$ cat src/rtl/tfa_pkg.sv
package tfa_pkg;
  typedef enum logic [1:0] {
    ST_IDLE = 2'd0,
    ST_DATA = 2'd1,
    ST_TAIL = 2'd2
  } tfa_state_t;
endpackage

$ cat src/rtl/tfa_crc_step.sv
// One byte of reflected CRC update, unrolled bit by bit.
module tfa_crc_step #(
  parameter int          CRC_W    = 32,
  parameter int          DATA_W   = 8,
  parameter logic [31:0] POLY_REF = 32'hEDB88320
) (
  input  logic [CRC_W-1:0]  crc_in,
  input  logic [DATA_W-1:0] data_in,
  output logic [CRC_W-1:0]  crc_out
);
  always_comb begin
    logic [CRC_W-1:0] c;
    c = crc_in;
    for (int b = 0; b < DATA_W; b++) begin
      if (c[0] ^ data_in[b]) c = (c >> 1) ^ POLY_REF[CRC_W-1:0];
      else                   c = c >> 1;
    end
    crc_out = c;
  end
endmodule

$ cat src/rtl/tfa_len_counter.sv
// Saturating count of accepted bytes; flags the 512-bit threshold.
module tfa_len_counter #(
  parameter int MIN_BITS = 512,
  parameter int DATA_W   = 8
) (
  input  logic clk,
  input  logic rst,
  input  logic clear,
  input  logic incr,
  output logic past_min
);
  localparam int MIN_BYTES = MIN_BITS / DATA_W;
  localparam int CW        = $clog2(MIN_BYTES + 1);
  localparam logic [CW-1:0] SAT = CW'(MIN_BYTES);

  logic [CW-1:0] cnt;

  always_ff @(posedge clk) begin
    if (rst || clear)              cnt <= '0;
    else if (incr && cnt != SAT)   cnt <= cnt + 1'b1;
  end

  assign past_min = (cnt == SAT);

  AST_CNT_BOUND: assert property (@(posedge clk) disable iff (rst)
    cnt <= SAT);
endmodule

$ cat src/rtl/tx_fcs_abort.sv
module tx_fcs_abort #(
  parameter int DATA_W   = 8,
  parameter int CRC_W    = 32,
  parameter int MIN_BITS = 512
) (
  input  logic              clk,
  input  logic              rst,
  input  logic [DATA_W-1:0] in_data,
  input  logic              in_valid,
  input  logic              in_last,
  input  logic              abort_req,
  output logic [DATA_W-1:0] out_data,
  output logic              out_valid,
  output logic              out_last,
  output logic              done
);
  import tfa_pkg::*;

  localparam int FCS_BYTES = CRC_W / DATA_W;
  localparam int IDXW      = (FCS_BYTES > 1) ? $clog2(FCS_BYTES) : 1;
  localparam logic [IDXW-1:0] IDX_LAST = IDXW'(FCS_BYTES - 1);

  tfa_state_t       state;
  logic [CRC_W-1:0] crc, crc_nxt, tail_word;
  logic [IDXW-1:0]  idx;
  logic             corrupt;
  logic             past_min;
  logic             take_byte, runt_abort, cnt_clear;

  tfa_crc_step #(.CRC_W(CRC_W), .DATA_W(DATA_W)) u_crc (
    .crc_in (crc),
    .data_in(in_data),
    .crc_out(crc_nxt)
  );

  assign runt_abort = (state == ST_DATA) && abort_req && !past_min;
  assign take_byte  = in_valid && ((state == ST_IDLE) ||
                      (state == ST_DATA && !runt_abort));
  assign cnt_clear  = (state == ST_TAIL) || runt_abort;

  tfa_len_counter #(.MIN_BITS(MIN_BITS), .DATA_W(DATA_W)) u_len (
    .clk     (clk),
    .rst     (rst),
    .clear   (cnt_clear),
    .incr    (take_byte),
    .past_min(past_min)
  );

  assign tail_word = corrupt ? crc : ~crc;

  always_ff @(posedge clk) begin
    if (rst) begin
      state     <= ST_IDLE;
      crc       <= '1;
      idx       <= '0;
      corrupt   <= 1'b0;
      out_data  <= '0;
      out_valid <= 1'b0;
      out_last  <= 1'b0;
      done      <= 1'b0;
    end else begin
      out_valid <= 1'b0;
      out_last  <= 1'b0;
      done      <= 1'b0;
      if (take_byte) begin
        out_data  <= in_data;
        out_valid <= 1'b1;
        crc       <= crc_nxt;
      end
      case (state)
        ST_IDLE: begin
          if (in_valid) begin
            idx     <= '0;
            corrupt <= 1'b0;
            state   <= in_last ? ST_TAIL : ST_DATA;
          end
        end
        ST_DATA: begin
          if (abort_req) begin
            if (past_min) begin
              idx     <= '0;
              corrupt <= 1'b1;
              state   <= ST_TAIL;
            end else begin
              crc   <= '1;
              done  <= 1'b1;
              state <= ST_IDLE;
            end
          end else if (in_valid && in_last) begin
            idx     <= '0;
            corrupt <= 1'b0;
            state   <= ST_TAIL;
          end
        end
        ST_TAIL: begin
          out_valid <= 1'b1;
          out_data  <= tail_word[idx*DATA_W +: DATA_W];
          idx       <= idx + 1'b1;
          if (idx == IDX_LAST) begin
            out_last <= 1'b1;
            done     <= 1'b1;
            crc      <= '1;
            state    <= ST_IDLE;
          end
        end
        default: state <= ST_IDLE;
      endcase
    end
  end

  AST_DONE_PULSE: assert property (@(posedge clk) disable iff (rst)
    done |=> !done);
  AST_LAST_ENDS: assert property (@(posedge clk) disable iff (rst)
    out_last |-> (out_valid && done));
  AST_RUNT_STOP: assert property (@(posedge clk) disable iff (rst)
    runt_abort |=> (done && !out_valid && !out_last));
  AST_TAIL_NO_GAP: assert property (@(posedge clk) disable iff (rst)
    (state == ST_TAIL) |=> out_valid);
  AST_IDLE_ABORT: assert property (@(posedge clk) disable iff (rst)
    (state == ST_IDLE && abort_req && !in_valid) |=> (!out_valid && !done));
  AST_TAIL_IGNORE: assert property (@(posedge clk) disable iff (rst)
    (state == ST_TAIL && in_valid) |-> !take_byte);
endmodule

$ cat config.mk
export PLATFORM = sky130hd
export DESIGN_NAME = tx_fcs_abort
export DESIGN_NICKNAME = d
export VERILOG_FILES = /design/src/rtl/tfa_pkg.sv /design/src/rtl/tfa_crc_step.sv /design/src/rtl/tfa_len_counter.sv /design/src/rtl/tx_fcs_abort.sv
export SDC_FILE = /design/constraint.sdc
export NUM_CORES = 1
export LEC_CHECK = 0
export CORE_AREA = 4 4 98 100
export DETAILED_ROUTE_END_ITERATION = 7
export DIE_AREA = 0 0 102 104
export GPL_TIMING_DRIVEN = 0
export PLACE_DENSITY = 0.64
export SYNTH_ARGS = -nofsm -noshare
export SYNTH_HDL_FRONTEND = slang
export SYNTH_HIERARCHICAL = 1
export SYNTH_SLANG_ARGS = --single-unit
$ cat constraint.sdc
create_clock -name clk -period 5.6 [get_ports clk]
set_clock_uncertainty 0.05 [all_clocks]
set_input_delay 0.56 -clock clk [delete_from_list [all_inputs] [get_ports clk]]
set_output_delay 0.56 -clock clk [all_outputs]
set_load 0.005 [all_outputs]
==> results by group, run 1 <==
Detailed routing
  • Routed WL per cell: ~17 microns
  • Via/cell ratio: 5.23
  • ANT nets after route: 0
  • Drt first pass iters: 4
  • Final wirelength: around 7.7 mm
  • Drc violations: 0
  • Routed vias: ~2400
  • Initial DRC Count: around 110

Timing
  • Final period utilization: 50.2%
  • Fin. max-slew vios: 0
  • Minimum clock period: 2810 ps
  • FMAX: between 0.3 and 0.4 GHz
  • Final Hold Viols: 0
  • Final setup viols: 0
  • Slew headroom: about a tenth
  • RSZ-0062 raised after global routing: no
  • Worst slew pin tran: 1350 ps
  • Setup TNS: 0 ps

Floorplanning
  • Starting Density: between 30% and 40%
  • Die area: approximately 11000 sq um
  • # rows: 34
  • Die Ht: 104 microns
  • IO Pins: 24
  • Die W: 102 microns
  • Core area: around 8700 sq um

GRT
  • Total track usage: 15.4%
  • Largest net degree at the start of global routing: 16
  • Vias in the first global route: around 2400
  • Antenna violations before repair: 0
  • First-pass GRT wire length: ~13 mm
  • GRT overflow: 0

CTS
  • H-tree depth: 2
  • Clk pin slew, worst setup/hold paths: 100 ps
  • Worst-Skew Late Latency: 300 ps
  • Cts bufs inserted: 5
  • Cts hold-fix bufs: 0
  • Post-CTS Setup Bufs: 0
  • Clk buf depth: 2
  • Clock sinks: 55
  • Root Driver: clkbuf_8
  • PostCTS Resize Cnt: 0
  • TritonCTS clock tree: built

Critical path
  • CP endpoint kind: flip-flop
  • Critical path arrival: around 3000 ps
  • Worst reg2reg path depth: 11
  • Crit path max fanout: 14
  • CP startpoint kind: flip-flop
  • Reg2Reg Setup Slack: approximately 2800 ps
  • Critical path type: flip-flop to flip-flop
  • WP data required: 5800 ps
  • Reg2reg end: u_len/cnt[5]
  • R2R Path Start: u_len/cnt[0]

Synth
  • Post-synth EDFFs: 0
  • Mean Syn Cell Area: approximately 11 sq um
  • Unique cell type count in the Yosys netlist: between 40 and 50
  • Area leader, netlist: dfxtp_1
  • Synth Warn #: 6
  • Ys flop type: dfxtp_1
  • Cells after Synth: 320
  • Seq cells post-synth: 55
  • Share of Yosys cell area claimed by the top area cell type: approximately 32%
  • Synth area leaders: dfxtp_1, mux2i_1, xnor2_1, o21ai_1, mux4_2
  • Post-Syn Area: roughly 3400 sq um
  • Ys async rst share: 0%
  • Net Count, Synth: 340
  • Seq/Total Area, Yosys: 32.4%

Min path
  • Cells on Worst Hold Path: 2
  • Hold endpoint: u_len/cnt[6]
  • Hold path start: u_len/cnt[6]
  • Hold Path Class: flip-flop to flip-flop

Run
  • Max-cap violations: 0

Layout
  • Finished Layout Cells: 459
  • Final #Nets: 370
  • Synth-to-layout area growth: 13.7%
  • ANT cells: 0
  • Layout cells sized above 1: roughly an eighth
  • FILL cells: 873

Placed design
  • PortBufs: 23
  • Placer's final routability congestion estimate: about 0.84
  • Placed instance count: 451
  • Dpl hpwl: ~5.5 mm

Pwr
  • Max rail drop VDD: between 0.00015 and 0.0002 V
  • P per Cell Area: roughly 640 nW/um^2
  • Pleak: about 1.5 nW

Status
  • Outcome: complete, no violations
[cell usage in the layout (no fill, tap or decap), types with 3 or more instances in the layout]
| master | count |
|---|---|
| a21oi_1 | 6 |
| buf_2 | 6 |
| buf_8 | 4 |
| clkbuf_1 | 5 |
| clkbuf_8 | 7 |
| clkdlybuf4s50_1 | 23 |
| dfxtp_1 | 55 |
| ha_1 | 7 |
| inv_1 | 6 |
| mux2i_1 | 50 |
| mux4_2 | 8 |
| nand2_1 | 11 |
| nand2b_1 | 5 |
| nand4_1 | 3 |
| nor2_1 | 10 |
| o21ai_1 | 41 |
| xnor2_1 | 43 |
| xnor2_2 | 5 |
| xor2_1 | 14 |
| xor2_2 | 5 |
[through the flow]
stage	power [mW]	area [sq um]	hold WS, ps	setup WS (ps)	util (%)
final	2.49	3870	440	2790	44.6
after global routing	2.68	3870	502	2620	44.6
after CTS	2.51	3870	445	2790	44.6
after detailed placement	2.26	3770	430	2540	43.4
after global placement	2.24	3770	424	2570	43.4
after floorplan	1.94	3400	407	3130	-
[report_power, final]
group	switching, mW	internal [mW]	leakage (nW)	total (mW)
Sequential	0.106	0.516	0.454	0.623
Clock	0.129	0.113	0.0515	0.242
Combinational	0.800	0.827	0.957	1.63
Total	1.04	1.46	1.46	2.49
[worst max-delay path: stages (launching register included)]
cell,delay (ps)
dfxtp_1,360
inv_1,80
ha_1,140
or4b_1,450
nor3_1,300
nand2b_1,180
o21ba_1,130
buf_4,180
buf_8,200
nand4_1,170
or3_1,380
a21oi_1,140
[Yosys cell counts (3+ instances only)]
cell      number
mux4_2         8
clkbuf_1       4
nand2_1       11
xnor2_2        5
o21ai_1       41
a21oi_1        6
mux2i_1       50
nand2b_1       5
buf_2          6
ha_1           7
nand4_1        3
xnor2_1       43
nor2_1        10
buf_8          4
dfxtp_1       55
xor2_2         5
inv_1          6
xor2_1        14
[worst max path at each step]
stage	startpoint	endpoint	slack [ps]	depth (start not counted)
floorplan	u_len/cnt[0]	u_len/cnt[6]	3130	11
finish	u_len/cnt[0]	u_len/cnt[5]	2790	11
global placement	in_data[1]	crc[23]	2570	7
detailed placement	in_data[1]	crc[20]	2540	7
global route	u_len/cnt[0]	u_len/cnt[5]	2620	11
CTS	u_len/cnt[0]	u_len/cnt[5]	2790	11
[flip-flops by register name, indices dropped and copies added (netlist names)]
name / flops
crc: 32
out_data: 8
u_len/cnt: 7
idx: 2
state: 2
corrupt: 1
done: 1
out_last: 1
out_valid: 1
[routing by layer]
layer | track usage (%) | share of wire (%) | vias up
li1 | - | - | 1180
met1 | 21.3 | 48 | 1176
met2 | 24.1 | 48 | 33
met3 | 2.21 | 2.8 | 10
met4 | 5.53 | 1.9 | 0
met5 | 0 | 0 | -
[logic make-up after synthesis]
| group | synth area share (%) |
|---|---|
| xor gates and xnor gates | 23.1 |
| AOI/OAI and AO/OA | 10.2 |
| muxes | 20.0 |
| DFF | 32.4 |
| and+or+nand+nor | 7.65 |
| buffers and inverters | 4.08 |
| adders and majority gates | 2.58 |
[cell type report]
type                            count  area (sq um)  area share (%)
Clock buffer                        8           100            2.59
Tap cell                          108           135            3.50
Buffer                             16           116            3.01
Multi-Input combinational cell    243          2160            55.9
Inverter                            6          22.5           0.583
Timing Repair Buffer               23           230            5.95
Sequential cell                    55          1100            28.5
No activity file was read; power rests on OpenSTA's default activity.
==> run 2: changes to the inputs <==
--- a/config.mk
+++ b/config.mk
@@ -9,7 +9,7 @@
 export DETAILED_ROUTE_END_ITERATION = 7
 export DIE_AREA = 0 0 102 104
 export GPL_TIMING_DRIVEN = 0
-export PLACE_DENSITY = 0.64
+export PLACE_DENSITY = 0.66
 export SYNTH_ARGS = -nofsm -noshare
 export SYNTH_HDL_FRONTEND = slang
 export SYNTH_HIERARCHICAL = 1
==> constraint.sdc (replaced) <==
create_clock -name clk -period 2.45 [get_ports clk]
set_clock_uncertainty 0.05 [all_clocks]
set_input_delay 0.245 -clock clk [delete_from_list [all_inputs] [get_ports clk]]
set_output_delay 0.245 -clock clk [all_outputs]
set_load 0.005 [all_outputs]
==> run 2 against run 1 <==
Non-clock buffer count grew 16. Power grew 140%. Count of clock-buffer cells in the layout shrank 3. Combinational power grew 140%. Maximum frequency grew 17%. Sequential cell count is the same. Critical endpoint is now u_len/cnt[6]. Largest cell class unchanged.
==> results by group, run 2 (synthesized netlist as in run 1, its figures left out) <==
Status
  • Outcome: complete, no violations

CTS
  • Clock sinks: 55 (unchanged)
  • Root Driver: clkbuf_8
  • H-tree depth: 2 (unchanged)
  • Worst-Skew Late Latency: 320 ps (+20 ps)
  • TritonCTS clock tree: built
  • Clk pin slew, worst setup/hold paths: 100 ps (about the same)
  • Clk buf depth: 2 (unchanged)
  • Cts bufs inserted: 5 (unchanged)

Floorplanning
  • Starting Density: 39.2% (unchanged)
  • Die area: 10600 sq um (unchanged)
  • Die W: 102 microns (unchanged)
  • Core area: 8680 sq um (unchanged)
  • IO Pins: 24 (unchanged)
  • Die Ht: 104 microns (unchanged)
  • # rows: 34 (unchanged)

Layout
  • Area occupied by registers: 1100 sq um (+0.23%)
  • Multi-input logic area: 2280 sq um (+5.3%)
  • Synth-to-layout area growth: 21.9%
  • Commonest non-fill, non-tap cells in the layout: dfxtp_1, mux2i_1, xnor2_1
  • FILL cells: 782 (-10%)
  • Finished Layout Cells: 475 (+3.5%)
  • Final #Nets: 386 (+4.3%)
  • Layout cells sized above 1: 21.8% (+9.8 points)
  • Largest regs: crc (32), out_data (8), u_len/cnt (7)
  • Final core utilization: 47.8% (+3.2 points)
  • Commonest non-fill, non-tap cell in the layout: dfxtp_1
  • Max reg flops: 32 (unchanged)
  • Most flops, register: crc
  • ANT cells: 0 (unchanged)

Timing
  • Final period utilization: 97.7% (+48 points)
  • Fin Hold WS: 445 ps (+4.84 ps)
  • Final setup viols: 0 (unchanged)
  • RSZ-0062 raised after global routing: yes
  • Slew headroom: 39.5% (+30 points)
  • FMAX: 0.418 GHz (+17%)
  • Minimum clock period: 2390 ps (-416 ps)
  • Worst slew pin tran: 905 ps (-442 ps)
  • Fin. max-slew vios: 0 (unchanged)
  • Final Hold Viols: 0 (unchanged)

Critical path
  • CP endpoint kind: flip-flop
  • CP cell instances: inv_2, ha_4, or4b_4, nor3_4, buf_4, and3b_2, or2_4, or2_4, buf_6, a21oi_2
  • CP dominant cell by count: or2_4
  • CP startpoint kind: flip-flop
  • Worst path slowest cell: or4b_4
  • WP data required: 2650 ps (-3150 ps)
  • CP peak stage delay: 480 ps (+30 ps)
  • Critical path arrival: 2600 ps (-410 ps)
  • Worst reg2reg path depth: 10 (-1)
  • Crit path max fanout: 3 (-11)
  • Critical path type: flip-flop to flip-flop

Run
  • Max-cap violations: 0 (unchanged)

GRT
  • Largest net degree at the start of global routing: 18 (+2)
  • Vias in the first global route: 2479 (+2.2%)
  • Total track usage: 15.2% (-0.19 points)
  • Antenna violations before repair: 0 (unchanged)
  • First-pass GRT wire length: 12.8 mm (+0.16%)
  • GRT overflow: 0 (unchanged)

Placed design
  • PortBufs: 23 (unchanged)
  • Placed instance count: 451 (unchanged)
  • Placer's final routability congestion estimate: 0.835 (-0.65%)
  • Dpl hpwl: 5.55 mm (about the same)

Detailed routing
  • Initial DRC Count: 74 (-34%)
  • Routed WL per cell: 16.7 microns (-0.69%)
  • Drc violations: 0 (unchanged)
  • ANT nets after route: 0 (unchanged)
  • Drt first pass iters: 4 (unchanged)
  • Final wirelength: 7.95 mm (+2.8%)
  • Via/cell ratio: 5.17 (-1.0%)
  • Routed vias: 2457 (+2.4%)

Min path
  • Hold Path Class: flip-flop to flip-flop
  • Cells on Worst Hold Path: 2 (unchanged)

Pwr
  • Max rail drop VDD: 0.000453 V (+150%)
  • P per Cell Area: 1420 nW/um^2 (+120%)
  • Pleak: 1.56 nW (+6.7%)
  • Total power: 5.89 mW (+140%)
## run 2: changes by cell type in the layout (fill, tap and decap cells not counted), sizes merged
cell      change
buf          +16
clkbuf        -3
clkinv        +1
clkinvlp      +2
## run 2: final timing paths
check / startpoint / slack [ps] / endpoint
worst max-delay path: u_len/cnt[1] / 60 / u_len/cnt[6]
worst min-delay path: u_len/cnt[6] / 440 / u_len/cnt[6]
worst max register to register: u_len/cnt[1] / 60 / u_len/cnt[6]
worst min register to register: u_len/cnt[6] / 440 / u_len/cnt[6]
## run 2: cell type report
cell class / count / area share [%]
Buffer: 14 / 3.05
Clock buffer: 5 / 1.66
Tap cell: 108 / 3.26
Clock inverter: 3 / 0.483
Multi-Input combinational cell: 243 / 54.9
Timing Repair Buffer: 41 / 9.48
Sequential cell: 55 / 26.6
Inverter: 6 / 0.543
## run 2: through the flow
| stage | cell area, sq um | setup TNS (ps) | setup slack [ps] |
|---|---|---|---|
| floorplan | 3410 | 0 | 30.4 |
| global placement | 3770 | -5180 | -301 |
| detailed placement | 3770 | -6780 | -326 |
| CTS | 4020 | 0 | 9.65 |
| global route | 4150 | -61.2 | -21.4 |
| finish | 4150 | 0 | 55.4 |
## run 2: per-layer routing
| layer | wire (microns) | up-vias | GRT usage (%) |
|---|---|---|---|
| met3 | 307 | 10 | 2.08 |
| li1 | - | 1207 | - |
| met5 | 0 | - | 0 |
| met2 | 3760 | 49 | 25.0 |
| met4 | 133 | 0 | 3.66 |
| met1 | 3740 | 1191 | 20.8 |
## run 2: power by group
| part | leakage (nW) | total, mW | switching (mW) | internal, mW |
|---|---|---|---|---|
| Clock | 0.0402 | 0.523 | 0.323 | 0.200 |
| Sequential | 0.455 | 1.43 | 0.243 | 1.18 |
| Combinational | 1.07 | 3.94 | 1.89 | 2.05 |
| Total | 1.56 | 5.89 | 2.45 | 3.44 |
## run 2: what timing repair did
item                                   in CTS  in global routing
setup endpoints to repair                  38                 46
setup buffers                               9                  6
endpoints found under the hold margin       0                  0
gates resized for setup                    26                 23
cloned                                      0                  3
pin swaps                                  11                 10
hold buffers                                0                  0
## run 2: critical path, delay by kind of cell (launching register included)
family	cells	cell delay, ps
AO/OA/AOI/OAI	1	100
adder cells (fa/ha/maj)	1	120
AND/OR/NAND/NOR	5	1400
buffers and inverters	3	340
flip-flops	1	340
==> run 3: changes to the inputs <==
--- a/config.mk
+++ b/config.mk
@@ -8,8 +8,9 @@
 export CORE_AREA = 4 4 98 100
 export DETAILED_ROUTE_END_ITERATION = 7
 export DIE_AREA = 0 0 102 104
+export DONT_BUFFER_PORTS = 1
 export GPL_TIMING_DRIVEN = 0
-export PLACE_DENSITY = 0.66
+export PLACE_DENSITY = 0.62
 export SYNTH_ARGS = -nofsm -noshare
 export SYNTH_HDL_FRONTEND = slang
 export SYNTH_HIERARCHICAL = 1
==> run 3 against run 2 <==
Die area is the same. Count of clock-buffer cells in the layout stayed put. Sequential cell count is the same. Worst setup slack better by 26 ps. Register-to-register slack better by 30 ps. Global-route usage increased by 0.16 points. Clock power down 4.4%. Critical path depth did not move. Hold slack lost 430 ps. Power fell by 3.4%. First-iteration DRC count grew 100%. Largest cell class unchanged. Highest routed layer unchanged.
==> results by group, run 3 (synthesized netlist as in run 1, its figures left out) <==
CTS
  • Root Driver: clkbuf_8
  • Clk buf depth: 2 (unchanged)
  • Cts bufs inserted: 5 (unchanged)
  • Clk pin slew, worst setup/hold paths: 100 ps (about the same)
  • Clock sinks: 55 (unchanged)
  • Worst-Skew Late Latency: 310 ps (about the same)
  • H-tree depth: 2 (unchanged)
  • TritonCTS clock tree: built

Timing
  • Final setup viols: 0 (unchanged)
  • Slew headroom: 44.1% (+4.6 points)
  • Final WS setup: 81.9 ps (+26.5 ps)
  • Setup TNS: 0 ps (unchanged)
  • Final period utilization: 96.7% (-1.1 points)
  • Final Hold Viols: 0 (unchanged)
  • Worst slew pin tran: 832 ps (-73.1 ps)
  • Fin. max-slew vios: 0 (unchanged)
  • RSZ-0062 raised after global routing: yes
  • FMAX: 0.422 GHz (+1.1%)
  • Minimum clock period: 2370 ps (-26.5 ps)

Pwr
  • Max rail drop VDD: 0.000448 V (-1.0%)
  • Internal power: 3.30 mW (-3.8%)
  • P per Cell Area: 1480 nW/um^2 (+4.1%)
  • Pleak: 1.47 nW (-5.9%)
  • NetSw: 2.39 mW (-2.7%)
  • Total power: 5.69 mW (-3.4%)
  • Switch share: 41.9% (+0.30 points)
  • Comb power frac: 65.9% (-1.0 points)
  • Clk pwr share: 8.8% (about the same)
  • Seq pwr share: 25.3% (+1.1 points)

Floorplanning
  • Starting Density: 39.2% (unchanged)
  • Die W: 102 microns (unchanged)
  • Die area: 10600 sq um (unchanged)
  • # rows: 34 (unchanged)
  • Die Ht: 104 microns (unchanged)
  • Core area: 8680 sq um (unchanged)
  • IO Pins: 24 (unchanged)

Detailed routing
  • Routed WL per cell: 17.2 microns (+2.7%)
  • ANT nets after route: 0 (unchanged)
  • Final wirelength: 7.73 mm (-2.7%)
  • Drt first pass iters: 4 (unchanged)
  • Via/cell ratio: 5.18 (+0.23%)
  • Drc violations: 0 (unchanged)
  • Routed vias: 2333 (-5.0%)
  • Initial DRC Count: 149 (+100%)

GRT
  • Largest net degree at the start of global routing: 17 (-1)
  • GRT overflow: 0 (unchanged)
  • First-pass GRT wire length: 12.7 mm (-0.54%)
  • Total track usage: 15.3% (+0.16 points)
  • Antenna violations before repair: 0 (unchanged)
  • Vias in the first global route: 2354 (-5.0%)

Layout
  • Largest regs: crc (32), out_data (8), u_len/cnt (7)
  • Most flops, register: crc
  • ANT cells: 0 (unchanged)
  • Commonest non-fill, non-tap cells in the layout: dfxtp_1, mux2i_1, xnor2_1
  • Layout cells sized above 1: 21.6% (-0.16 points)
  • FILL cells: 830 (+6.1%)
  • Multi-input logic area: 2240 sq um (-1.6%)
  • Max reg flops: 32 (unchanged)
  • Area occupied by registers: 1100 sq um (unchanged)
  • Commonest non-fill, non-tap cell in the layout: dfxtp_1
  • Final core utilization: 44.3% (-3.4 points)
  • Synth-to-layout area growth: 13.2%
  • Final #Nets: 361 (-6.5%)

Placed design
  • Dpl hpwl: 5.33 mm (-4.0%)
  • PortBufs: 0 (-100%)
  • Placer's final routability congestion estimate: 0.784 (-6.1%)
  • Worst slack, placed: -256 ps (+70.8 ps)

Critical path
  • Reg2reg end: u_len/cnt[6]
  • WP data required: 2650 ps (about the same)
  • Reg2Reg Setup Slack: 80 ps (+30 ps)
  • Crit. Startpoint: u_len/cnt[0]
  • CP peak stage delay: 480 ps (about the same)
  • Crit path max fanout: 4 (+1)
  • Critical path type: flip-flop to flip-flop
  • Worst setup path end: u_len/cnt[6]
  • Worst reg2reg path depth: 10 (unchanged)
  • Critical path arrival: 2570 ps (-30 ps)
  • CP cell instances: inv_2, ha_4, or4b_4, nor3_4, nand2b_4, o21ba_4, buf_12, nand4_1, or3_1, a21oi_2
  • CP startpoint kind: flip-flop
  • R2R Path Start: u_len/cnt[0]
  • CP endpoint kind: flip-flop
  • Worst path slowest cell: or4b_4

Status
  • Outcome: complete, no violations

Run
  • Max-cap violations: 0 (unchanged)

Min path
  • Hold Path Class: input port to flip-flop
run 3: per-stage QoR:
stage	instances	hold slack, ps	area [sq um]
floorplan	320	336	3410
global placement	428	379	3540
detailed placement	428	380	3540
CTS	452	6.40	3800
global route	450	19.3	3850
finish	450	17.0	3850
run 3: critical path: cells and delay by family (launching register included):
family,cells,cell delay [ps]
AO/OA/AOI/OAI,2,280
adder cells (fa/ha/maj),1,120
buffers and inverters,2,180
flip-flops,1,340
AND/OR/NAND/NOR,5,1350
run 3: worst min path at each step:
stage / startpoint / endpoint / slack (ps) / cells past startpoint
4_1_cts: rst / crc[22] / 6 / 2
3_3_place_gp: in_data[1] / out_data[1] / 380 / 2
5_1_grt: rst / crc[23] / 20 / 2
3_5_place_dp: rst / crc[22] / 380 / 2
6_report: rst / crc[23] / 20 / 2
2_1_floorplan: rst / crc[22] / 340 / 2
run 3: power groups by stage:
stage | registers [mW] | clock network, mW | logic, mW
4_1_cts | 1.44 | 0.519 | 3.68
6_report | 1.44 | 0.500 | 3.75
5_1_grt | 1.48 | 0.556 | 4.11
3_3_place_gp | 1.45 | 0 | 3.53
3_5_place_dp | 1.46 | 0 | 3.56
2_1_floorplan | 1.39 | 0 | 3.03
run 3: area by class of cell:
type                    instances  share of cell area [%]
inverters                       6                   0.585
well taps                     108                    3.51
plain buffers                  15                    3.84
flip-flops and latches         55                    28.7
clock inverters                 3                   0.390
multi-input cells             243                    58.2
clock buffers                   5                    1.79
repair buffers                 15                    3.02
run 3: layer usage:
layer	track usage [%]	share of wire [%]
met4	4.87	1.2
met3	1.68	2.1
met1	21.4	49
met2	24.6	48
met5	0	0
run 3: timing repair:
action | in CTS | in global routing
setup endpoints to repair | 35 | 44
resized for setup | 15 | 17
pin swaps | 6 | 7
cloned | 0 | 0
setup buffers | 17 | 1
hold buffers | 0 | 0
